`src/rtl/spim_pkg.sv`:
```
package spim_pkg;
    localparam logic [7:0] ADDR_CTL  = 8'h60;
    localparam logic [7:0] ADDR_STAT = 8'h64;
    localparam logic [7:0] ADDR_TXD  = 8'h68;
    localparam logic [7:0] ADDR_RXD  = 8'h6C;
    localparam logic [7:0] ADDR_SEL  = 8'h70;

    typedef struct packed {
        logic lsb_first;
        logic hold;
        logic manual;
        logic cpha;
        logic cpol;
        logic master;
        logic enable;
        logic loop;
    } ctl_t;
endpackage

```
`src/rtl/spim_fifo.sv`:
```
module spim_fifo #(
    parameter int W     = 8,
    parameter int DEPTH = 16
) (
    input  logic         clk,
    input  logic         rst_n,
    input  logic         clr,
    input  logic         push,
    input  logic [W-1:0] din,
    input  logic         pop,
    output logic [W-1:0] dout,
    output logic         empty,
    output logic         full
);
    localparam int PW = (DEPTH > 1) ? $clog2(DEPTH) : 1;
    localparam int CW = $clog2(DEPTH + 1);

    typedef struct packed {
        logic [PW-1:0] wp;
        logic [PW-1:0] rp;
        logic [CW-1:0] cnt;
    } fst_t;

    fst_t f_d, f_q;
    logic [W-1:0] mem_q [DEPTH];
    logic do_push, do_pop;

    assign empty   = (f_q.cnt == '0);
    assign full    = (f_q.cnt == CW'(DEPTH));
    assign do_push = push && !full;
    assign do_pop  = pop && !empty;
    assign dout    = mem_q[f_q.rp];

    always_comb begin
        f_d = f_q;
        if (clr) begin
            f_d = '0;
        end else begin
            if (do_push) f_d.wp = (f_q.wp == PW'(DEPTH-1)) ? '0 : f_q.wp + 1'b1;
            if (do_pop)  f_d.rp = (f_q.rp == PW'(DEPTH-1)) ? '0 : f_q.rp + 1'b1;
            f_d.cnt = f_q.cnt + CW'(do_push) - CW'(do_pop);
        end
    end

    always_ff @(posedge clk or negedge rst_n) begin
        if (!rst_n) f_q <= '0;
        else        f_q <= f_d;
    end

    always_ff @(posedge clk) begin
        if (do_push && !clr) mem_q[f_q.wp] <= din;
    end
endmodule

```
`src/rtl/spim_shift.sv`:
```
module spim_shift #(
    parameter int W   = 8,
    parameter int DIV = 2
) (
    input  logic         clk,
    input  logic         rst_n,
    input  logic         start,
    input  logic [W-1:0] word,
    input  logic         cpol,
    input  logic         cpha,
    input  logic         lsb_first,
    input  logic         loop,
    input  logic         miso,
    output logic         busy,
    output logic         sclk,
    output logic         mosi,
    output logic         done,
    output logic [W-1:0] rx_word
);
    localparam int EW = $clog2(2 * W);
    localparam int DW = (DIV > 1) ? $clog2(DIV) : 1;

    typedef struct packed {
        logic          busy;
        logic          sclk;
        logic [DW-1:0] div_cnt;
        logic [EW-1:0] edge_cnt;
        logic [W-1:0]  out_sh;
        logic [W-1:0]  in_sh;
    } sst_t;

    sst_t s_d, s_q;
    logic lead, samp, shift, in_bit;

    assign mosi   = lsb_first ? s_q.out_sh[0] : s_q.out_sh[W-1];
    assign in_bit = loop ? mosi : miso;
    assign lead   = (s_q.edge_cnt[0] == 1'b0);
    assign samp   = (lead != cpha);
    assign shift  = !samp && !(cpha && s_q.edge_cnt == '0);

    always_comb begin
        s_d  = s_q;
        done = 1'b0;
        if (!s_q.busy) begin
            s_d.sclk = cpol;
            if (start) begin
                s_d.busy     = 1'b1;
                s_d.out_sh   = word;
                s_d.div_cnt  = '0;
                s_d.edge_cnt = '0;
            end
        end else if (s_q.div_cnt == DW'(DIV - 1)) begin
            s_d.div_cnt  = '0;
            s_d.sclk     = !s_q.sclk;
            s_d.edge_cnt = s_q.edge_cnt + 1'b1;
            if (samp)
                s_d.in_sh = lsb_first ? {in_bit, s_q.in_sh[W-1:1]}
                                      : {s_q.in_sh[W-2:0], in_bit};
            if (shift)
                s_d.out_sh = lsb_first ? (s_q.out_sh >> 1) : (s_q.out_sh << 1);
            if (s_q.edge_cnt == EW'(2 * W - 1)) begin
                s_d.busy = 1'b0;
                done     = 1'b1;
            end
        end else begin
            s_d.div_cnt = s_q.div_cnt + 1'b1;
        end
    end

    assign busy    = s_q.busy;
    assign sclk    = s_q.sclk;
    assign rx_word = s_d.in_sh;

    always_ff @(posedge clk or negedge rst_n) begin
        if (!rst_n) s_q <= '0;
        else        s_q <= s_d;
    end
endmodule

```
`src/rtl/spim_ctrl.sv`:
```
module spim_ctrl #(
    parameter int W     = 8,
    parameter int DEPTH = 16,
    parameter int DIV   = 2,
    parameter int NSS   = 4
) (
    input  logic           clk,
    input  logic           rst_n,
    input  logic           reg_wr,
    input  logic           reg_rd,
    input  logic [7:0]     reg_addr,
    input  logic [31:0]    reg_wdata,
    output logic [31:0]    reg_rdata,
    output logic           sclk,
    output logic           mosi,
    input  logic           miso,
    output logic [NSS-1:0] ss_n,
    output logic           rx_overrun
);
    import spim_pkg::*;

    typedef struct packed {
        ctl_t           ctl;
        logic [NSS-1:0] sel;
    } cst_t;

    cst_t st_d, st_q;
    logic wr_ctl, tx_push, rx_pop, tx_clr, rx_clr, start;
    logic tx_empty, tx_full, rx_empty, rx_full, busy, done;
    logic [W-1:0] tx_word, rx_in, rx_out;

    assign wr_ctl  = reg_wr && (reg_addr == ADDR_CTL);
    assign tx_push = reg_wr && (reg_addr == ADDR_TXD);
    assign rx_pop  = reg_rd && (reg_addr == ADDR_RXD);
    assign tx_clr  = wr_ctl && reg_wdata[5];
    assign rx_clr  = wr_ctl && reg_wdata[6];
    assign start   = st_q.ctl.enable && st_q.ctl.master && !st_q.ctl.hold
                     && !tx_empty && !busy;
    assign rx_overrun = done && rx_full;

    always_comb begin
        st_d = st_q;
        if (wr_ctl) begin
            st_d.ctl.loop      = reg_wdata[0];
            st_d.ctl.enable    = reg_wdata[1];
            st_d.ctl.master    = reg_wdata[2];
            st_d.ctl.cpol      = reg_wdata[3];
            st_d.ctl.cpha      = reg_wdata[4];
            st_d.ctl.manual    = reg_wdata[7];
            st_d.ctl.hold      = reg_wdata[8];
            st_d.ctl.lsb_first = reg_wdata[9];
        end
        if (reg_wr && reg_addr == ADDR_SEL) st_d.sel = reg_wdata[NSS-1:0];
    end

    always_comb begin
        reg_rdata = '0;
        unique case (reg_addr)
            ADDR_CTL:  reg_rdata[9:0] = {st_q.ctl.lsb_first, st_q.ctl.hold, st_q.ctl.manual,
                                         2'b00, st_q.ctl.cpha, st_q.ctl.cpol,
                                         st_q.ctl.master, st_q.ctl.enable, st_q.ctl.loop};
            ADDR_STAT: reg_rdata[4:0] = {1'b0, tx_full, tx_empty, rx_full, rx_empty};
            ADDR_RXD:  reg_rdata[W-1:0] = rx_empty ? '0 : rx_out;
            ADDR_SEL:  reg_rdata[NSS-1:0] = st_q.sel;
            default:   reg_rdata = '0;
        endcase
    end

    always_ff @(posedge clk or negedge rst_n) begin
        if (!rst_n) begin
            st_q.ctl <= '0;
            st_q.sel <= '1;
        end else begin
            st_q <= st_d;
        end
    end

    assign ss_n = st_q.sel;

    spim_fifo #(.W(W), .DEPTH(DEPTH)) u_txf (
        .clk(clk), .rst_n(rst_n), .clr(tx_clr), .push(tx_push), .din(reg_wdata[W-1:0]),
        .pop(start), .dout(tx_word), .empty(tx_empty), .full(tx_full)
    );

    spim_fifo #(.W(W), .DEPTH(DEPTH)) u_rxf (
        .clk(clk), .rst_n(rst_n), .clr(rx_clr), .push(done), .din(rx_in),
        .pop(rx_pop), .dout(rx_out), .empty(rx_empty), .full(rx_full)
    );

    spim_shift #(.W(W), .DIV(DIV)) u_eng (
        .clk(clk), .rst_n(rst_n), .start(start), .word(tx_word),
        .cpol(st_q.ctl.cpol), .cpha(st_q.ctl.cpha), .lsb_first(st_q.ctl.lsb_first),
        .loop(st_q.ctl.loop), .miso(miso), .busy(busy), .sclk(sclk), .mosi(mosi),
        .done(done), .rx_word(rx_in)
    );
endmodule

```
`config.mk`:
```
export PLATFORM = sky130hd
export DESIGN_NAME = spim_ctrl
export DESIGN_NICKNAME = d
export VERILOG_FILES = /design/src/rtl/spim_pkg.sv /design/src/rtl/spim_fifo.sv /design/src/rtl/spim_shift.sv /design/src/rtl/spim_ctrl.sv
export SDC_FILE = /design/constraint.sdc
export NUM_CORES = 1
export LEC_CHECK = 0
export ABC_AREA = 1
export CORE_MARGIN = 5
export CORE_UTILIZATION = 42
export DETAILED_ROUTE_END_ITERATION = 10
export GPL_TIMING_DRIVEN = 1
export SLEW_MARGIN = 0
export SYNTH_ARGS = -nofsm -noshare
export SYNTH_HDL_FRONTEND = slang
export SYNTH_HIERARCHICAL = 1
export SYNTH_SLANG_ARGS = --single-unit
```
`constraint.sdc`:
```
create_clock -name clk -period 3.6 [get_ports clk]
set_clock_uncertainty 0.2 [all_clocks]
set_input_delay 0.72 -clock clk [delete_from_list [all_inputs] [get_ports clk]]
set_output_delay 0.72 -clock clk [all_outputs]
set_load 0.1 [all_outputs]
```
==> results of run 1 <==
==> repair_timing <==
item                                    CTS  global route
hold endpoints to repair                 15             0
endpoints found under the setup margin    0             6
hold buffers                              1             0
resized for setup                         0             8
==> kinds of logic after synthesis <==
logic type	after synthesis
and+or+nand+nor	880
buffers and inverters	437
DFF	317
AOI/OAI and AO/OA	54
adders and majority gates	26
xor gates and xnor gates	4
other	1
==> layout by cell type (no fill, tap or decap), types with 6 or more instances in the layout <==
master / instances
dfrtp_1: 55
nand4_1: 8
edfxtp_1: 256
conb_1: 22
inv_1: 328
clkbuf_16: 36
clkbuf_1: 12
inv_2: 9
nand2_1: 554
nor2_2: 6
clkinv_1: 7
clkinv_2: 8
nor2_1: 75
o21ai_2: 8
buf_4: 55
nand3_1: 210
ha_1: 24
clkdlybuf4s50_1: 21
buf_12: 12
o21ai_1: 9
nand2_2: 8
o21ai_0: 24
==> how the worst min path moves through the flow <==
stage,startpoint,depth (start not counted),endpoint
6_report,ss_n[0]$_DFFE_PN1P_,2,ss_n[0]$_DFFE_PN1P_
5_1_grt,st_q[9]$_DFFE_PN0P_,2,st_q[9]$_DFFE_PN0P_
4_1_cts,st_q[9]$_DFFE_PN0P_,2,st_q[9]$_DFFE_PN0P_
3_5_place_dp,st_q[9]$_DFFE_PN0P_,2,st_q[9]$_DFFE_PN0P_
3_3_place_gp,st_q[9]$_DFFE_PN0P_,2,st_q[9]$_DFFE_PN0P_
2_1_floorplan,rst_n,0,st_q[10]$_DFFE_PN0P_
==> worst max-delay path, delay by kind of cell, from the launching register on <==
family / cells / cell delay [ns]
and+or+nand+nor: 8 / 0.80
buffers and inverters: 5 / 0.72
DFF: 1 / 0.41
==> per-stage QoR <==
step / area, um2 / cells / hold slack [ns]
6_report: 17600 / 2273 / 0.286
5_1_grt: 17600 / 2273 / 0.319
4_1_cts: 17600 / 2273 / 0.285
3_5_place_dp: 16500 / 2207 / 0.269
3_3_place_gp: 16500 / 2207 / 0.264
2_1_floorplan: 15700 / 1740 / 0.224
==> registers in the layout (all words and copies together), names as in the netlist <==
register / cells
ss_n: 4
st_q: 8
u_eng/busy: 1
u_eng/s_q: 21
u_eng/sclk: 1
u_rxf/f_q: 13
u_rxf/mem_q: 128
u_txf/f_q: 13
u_txf/mem_q: 128
==> where the power goes <==
group          leakage [nW]  switching, mW  internal [mW]
logic                  4.79          0.795          0.326
clock network         0.533           1.42           2.00
registers              3.00         0.0678           4.08
total                  8.32           2.28           6.41
==> per-layer routing <==
layer / share of wire, % / wire (um) / vias to the layer above / GRT usage, %
met1: 43 / 15200 / 5079 / 21.8
li1: - / - / 5460 / -
met4: 3.1 / 1090 / 0 / 5.07
met2: 49 / 17400 / 197 / 30.1
met5: 0 / 0 / - / 0
met3: 4.5 / 1580 / 61 / 3.03
==> cell type report <==
cell class / count / share of cell area [%]
Sequential cell: 317 / 52.3
Multi-Input combinational cell: 986 / 25.7
Inverter: 344 / 7.40
Clock buffer: 48 / 5.36
Timing Repair Buffer: 93 / 5.17
Tap cell: 468 / 3.32
Clock inverter: 17 / 0.851
==> metrics, run 1 <==
status complete, no violations; IO Count 84; FFs w/ async S/R, synth 19.2%; Crit path largest cell delay 0.41 ns; Register Area 9220 um2; setup ws final 0.237 ns; max-slew violations 0; Synth cell types 39; CP max stage cell dfrtp_1; compound-cell area share of the yosys netlist 2.04%; type of the worst setup path reg2out; Worst Path Required 2.68 ns; first-pass GRT wire length 55,700 um; Slew headroom 40.2%; post-CTS setup buffers 0; via count 10,800; Synth Area in Adders 2.18%; largest net degree at the start of global routing 69; Post-synth EDFFs 256; Core Region 36,700 um2; CTS tree yes; global route overflow 0; antenna-violating nets left 0; Gate Count Post-Synth 1,719; vias in the first global route 10,400; share of layout cells above drive strength 1 9.47%; Post-DP HPWL 23,200 um; Core Rows 70; worst min-delay path category reg2reg; Peak VDD IR 352 uV; leakage 8.32 nW; fin nets 1,849; end point of the critical path reg_rdata[0]; IO Port Bufs 39; total power 8.69 mW; Post-Synth Simple-Gate Area 24.0%; die extent in y 203 um; DR DRC count 0; Hold Vio Cnt, Final 0; Reg2Reg Depth 17; Clock Pin Slew Worst Setup and Hold Paths 0.06 ns; CTS Buf Count 36; Final min period 3.36 ns; main combinational cell family by area after synthesis simple AND/OR/NAND/NOR gates; Synth top area share 49.2%; WL/cell 15.5 um; Worst Setup SP u_rxf/f_q[6]$_DFFE_PN0P_; GRT Total Usage 17.1%; initial antenna violation count 0; netlist area before placement 15,600 um2; Synth Area in XOR/XNOR 0.224%; drt total wl 35,200 um; drt first pass iters 5; FF-to-FF End u_txf/f_q[4]$_DFF_PN0_; Post-synth top cells 554 x nand2_1, 328 x inv_1, 256 x edfxtp_1; pwr dens 492 nW/um2; worst flop-to-flop path startpoint u_txf/f_q[2]$_DFF_PN0_; yosys warns 6; footprint of the multi-input gates 4530 um2; Clk Latency, worst-skew pair 0.53 ns; Die ar. 41,200 um2; crit start category flop; 1st-iter DRT viols 701; Final period util 93.4%; Starting Density 42.6%; main flop type after synthesis edfxtp_1; crit end category output port; DIE WIDTH 203 um; Worst Path Max Fanout 17; RSZ-0062 raised after global routing false; Synth Register Bits 317; Fmax 297 MHz; Yosys top cell by area edfxtp_1; most used cell, CP nand3_1; Area Overhead vs Synth 13.0%; Setup Slack @ Placement 0.0571 ns; Synth area leaders edfxtp_1 49%, nand2_1 13%, dfrtp_1 9.1%, inv_1 7.9%, nand3_1 6.7%; Fill cells 3,348; max-cap violation count 0; clk sink count 317; Final Util 48.1%; setup TNS 0 ns; count leader, synth nand2_1; Ant. Diodes 0; mux contribution to synthesized area 0%; flop-to-flop setup slack 0.61 ns; post-synthesis area per instance 9.09 um2; RePlAce Congestion 0.854; critical path cell sequence inv_4, buf_6, nand3_1, nand3_1, nand3_1, nand2_1, inv_1, nor2_1, nand3_1, nand2_1, inv_1, nand2_1, buf_12; Root Buffer clkbuf_16; post-synthesis sequential area ratio 59.0%; final setup vio count 0; H-tree depth 2; vias per cell 4.75; data arrival time of the worst path 2.44 ns; Worst Tran Pin Value 0.894 ns; clk buf depth 3
Power figures use the tool's default switching activity.
==> run 2, diff against run 1 <==
--- a/config.mk
+++ b/config.mk
@@ -6,7 +6,7 @@
 export NUM_CORES = 1
 export LEC_CHECK = 0
 export ABC_AREA = 1
-export CORE_MARGIN = 5
+export CORE_MARGIN = 2
 export CORE_UTILIZATION = 42
 export DETAILED_ROUTE_END_ITERATION = 10
 export GPL_TIMING_DRIVEN = 1
==> metrics, run 2 (same netlist as run 1, synthesis figures left out) <==
Fmax 293 MHz (-1.6%); most used cell, CP nand2_1; Final Non-Filler Cells 2,270 (-0.13%); Fill cells 3,465 (+3.5%); Peak VDD IR 395 uV (+12%); max-slew violations 0 (unchanged); area post-placement 16,500 um2 (-0.17%); CTS Hold Bufs 0 (-1); DIE WIDTH 197 um (-3.0%); die extent in y 197 um (-3.0%); Root Buffer clkbuf_16; worst flop-to-flop path startpoint u_txf/f_q[2]$_DFF_PN0_; share of layout cells above drive strength 1 9.93% (+0.46 points); pwr dens 495 nW/um2 (+0.53%); Reg2Reg Depth 17 (unchanged); Core Rows 70 (unchanged); data arrival time of the worst path 2.50 ns (+0.06 ns); via count 10,900 (+1.1%); drt total wl 36,200 um (+2.7%); Clock Pin Slew Worst Setup and Hold Paths 0.06 ns (about the same); antenna-violating nets left 0 (unchanged); RSZ-0062 raised after global routing false; first-pass GRT wire length 56,600 um (+1.5%); Buf/Inv on CP 6 (+1); Worst Path Max Fanout 31 (+14); fin area 17,700 um2 (+0.25%); type of the worst setup path reg2out; critical path cell sequence inv_8, buf_12, nand2_1, nand3_1, nand2_1, nand2_1, nand2_1, inv_1, nand2_1, inv_1, nor2_1, nand3_1, nand2_1, inv_1, nand2_1, buf_12; Core Region 36,600 um2 (-0.24%); IO Count 84 (unchanged); Starting Density 42.7% (+0.10 points); setup TNS 0 ns (unchanged); GRT Total Usage 19.0% (+1.9 points); H-tree depth 2 (unchanged); kind of cell adding the most delay to the critical path simple AND/OR/NAND/NOR gates; vias per cell 4.81 (+1.2%); CTS tree yes; Die ar. 38,800 um2 (-5.8%); Crit path largest cell delay 0.46 ns (+0.05 ns); total power 8.76 mW (+0.79%); WL/cell 15.9 um (+2.8%); Worst Tran Pin Value 0.885 ns (-0.00917 ns); Worst Path Required 2.68 ns (about the same); worst min-delay path category in2async; Final period util 95.0% (+1.5 points); most common cell after layout, fill and taps aside nand2_1; Clk Latency, worst-skew pair 0.55 ns (+0.02 ns); DR DRC count 0 (unchanged); Post-DP HPWL 23,400 um (+0.75%); final setup vio count 0 (unchanged); status complete, no violations; 1st-iter DRT viols 842 (+20%); most frequent cells in the layout 551 x nand2_1, 328 x inv_1, 256 x edfxtp_1, 210 x nand3_1, 75 x nor2_1; vias in the first global route 10,400 (-0.55%); largest net degree at the start of global routing 69 (unchanged); crit end category output port; drt first pass iters 6 (+1); RePlAce Congestion 0.845 (-1.0%); FF-to-FF End u_txf/f_q[4]$_DFF_PN0_; flop-to-flop setup slack 0.45 ns (-0.16 ns); CTS Buf Count 37 (+2.8%); initial antenna violation count 0 (unchanged); Slew headroom 41.0% (+0.82 points); clk sink count 317 (unchanged); max-cap violation count 0 (unchanged); global route overflow 0 (unchanged); placed instance count 2,200 (-0.32%); Ant. Diodes 0 (unchanged); IO Port Bufs 39 (unchanged); CP max stage cell dfrtp_2; Regs by FF count u_rxf/mem_q (128), u_txf/mem_q (128), u_eng/s_q (21); Area Overhead vs Synth 13.3%; Hold Vio Cnt, Final 0 (unchanged); leakage 8.34 nW (+0.26%); crit start category flop; Final Util 48.3% (+0.24 points); Final min period 3.42 ns (+0.0553 ns); clk buf depth 3 (unchanged); fin nets 1,844 (-0.27%)
run 2: changes by cell type in the layout (fill, tap and decap cells not counted), sizes merged:
| cell | change |
|---|---|
| buf | -6 |
| dlygate4sd3 | -1 |
| bufinv | -2 |
| clkinv | +10 |
| clkbuf | -4 |
run 2: layer usage:
metal / wire (um) / track usage [%] / vias to the layer above
li1: - / - / 5448
met1: 15700 / 24.6 / 5122
met2: 16900 / 31.0 / 275
met3: 2390 / 4.48 / 71
met4: 1230 / 7.55 / 0
met5: 0 / 0 / -
run 2: area by class of cell:
type                            instances  area [um2]  share of cell area, %
Sequential cell                       317        9220                   52.1
Multi-Input combinational cell        986        4540                   25.6
Inverter                              344        1310                   7.42
Clock buffer                           43         968                   5.47
Timing Repair Buffer                   87         911                   5.15
Tap cell                              468         586                   3.31
Clock inverter                         25         156                  0.884
run 2: where the power goes:
group | leakage (nW) | switching [mW] | internal (mW)
logic | 4.78 | 0.818 | 0.337
clock network | 0.564 | 1.50 | 1.95
registers | 3.00 | 0.0727 | 4.08
total | 8.34 | 2.39 | 6.36
run 2: how the worst max path moves through the flow:
stage / startpoint / to / slack [ns] / cells after the start
6_report: u_rxf/f_q[5]$_DFFE_PN0P_ / reg_rdata[3] / 0.18 / 16
5_1_grt: u_rxf/f_q[5]$_DFFE_PN0P_ / reg_rdata[3] / 0.01 / 16
4_1_cts: u_rxf/f_q[7]$_DFFE_PN0P_ / reg_rdata[2] / 0.06 / 13
3_5_place_dp: reg_addr[6] / u_txf/mem_q[11][5]$_DFFE_PP_ / 0.05 / 6
3_3_place_gp: reg_addr[6] / u_txf/f_q[4]$_DFF_PN0_ / 0.04 / 14
2_1_floorplan: reg_addr[7] / reg_rdata[4] / 0.16 / 5
run 2: what timing repair did:
| item | in CTS | in global routing |
|---|---|---|
| gates cloned | 0 | 1 |
| hold endpoints to repair | 0 | 0 |
| buffers inserted | 0 | 1 |
| gates resized for setup | 2 | 10 |
| endpoints found under the setup margin | 3 | 4 |
run 2: metrics by stage:
stage	hold WS [ns]	setup slack [ns]
finish	0.0135	0.181
global route	0.0618	0.0123
CTS	0.0210	0.0613
detailed placement	0.268	0.0544
global placement	0.265	0.0440
floorplan	0.224	0.156
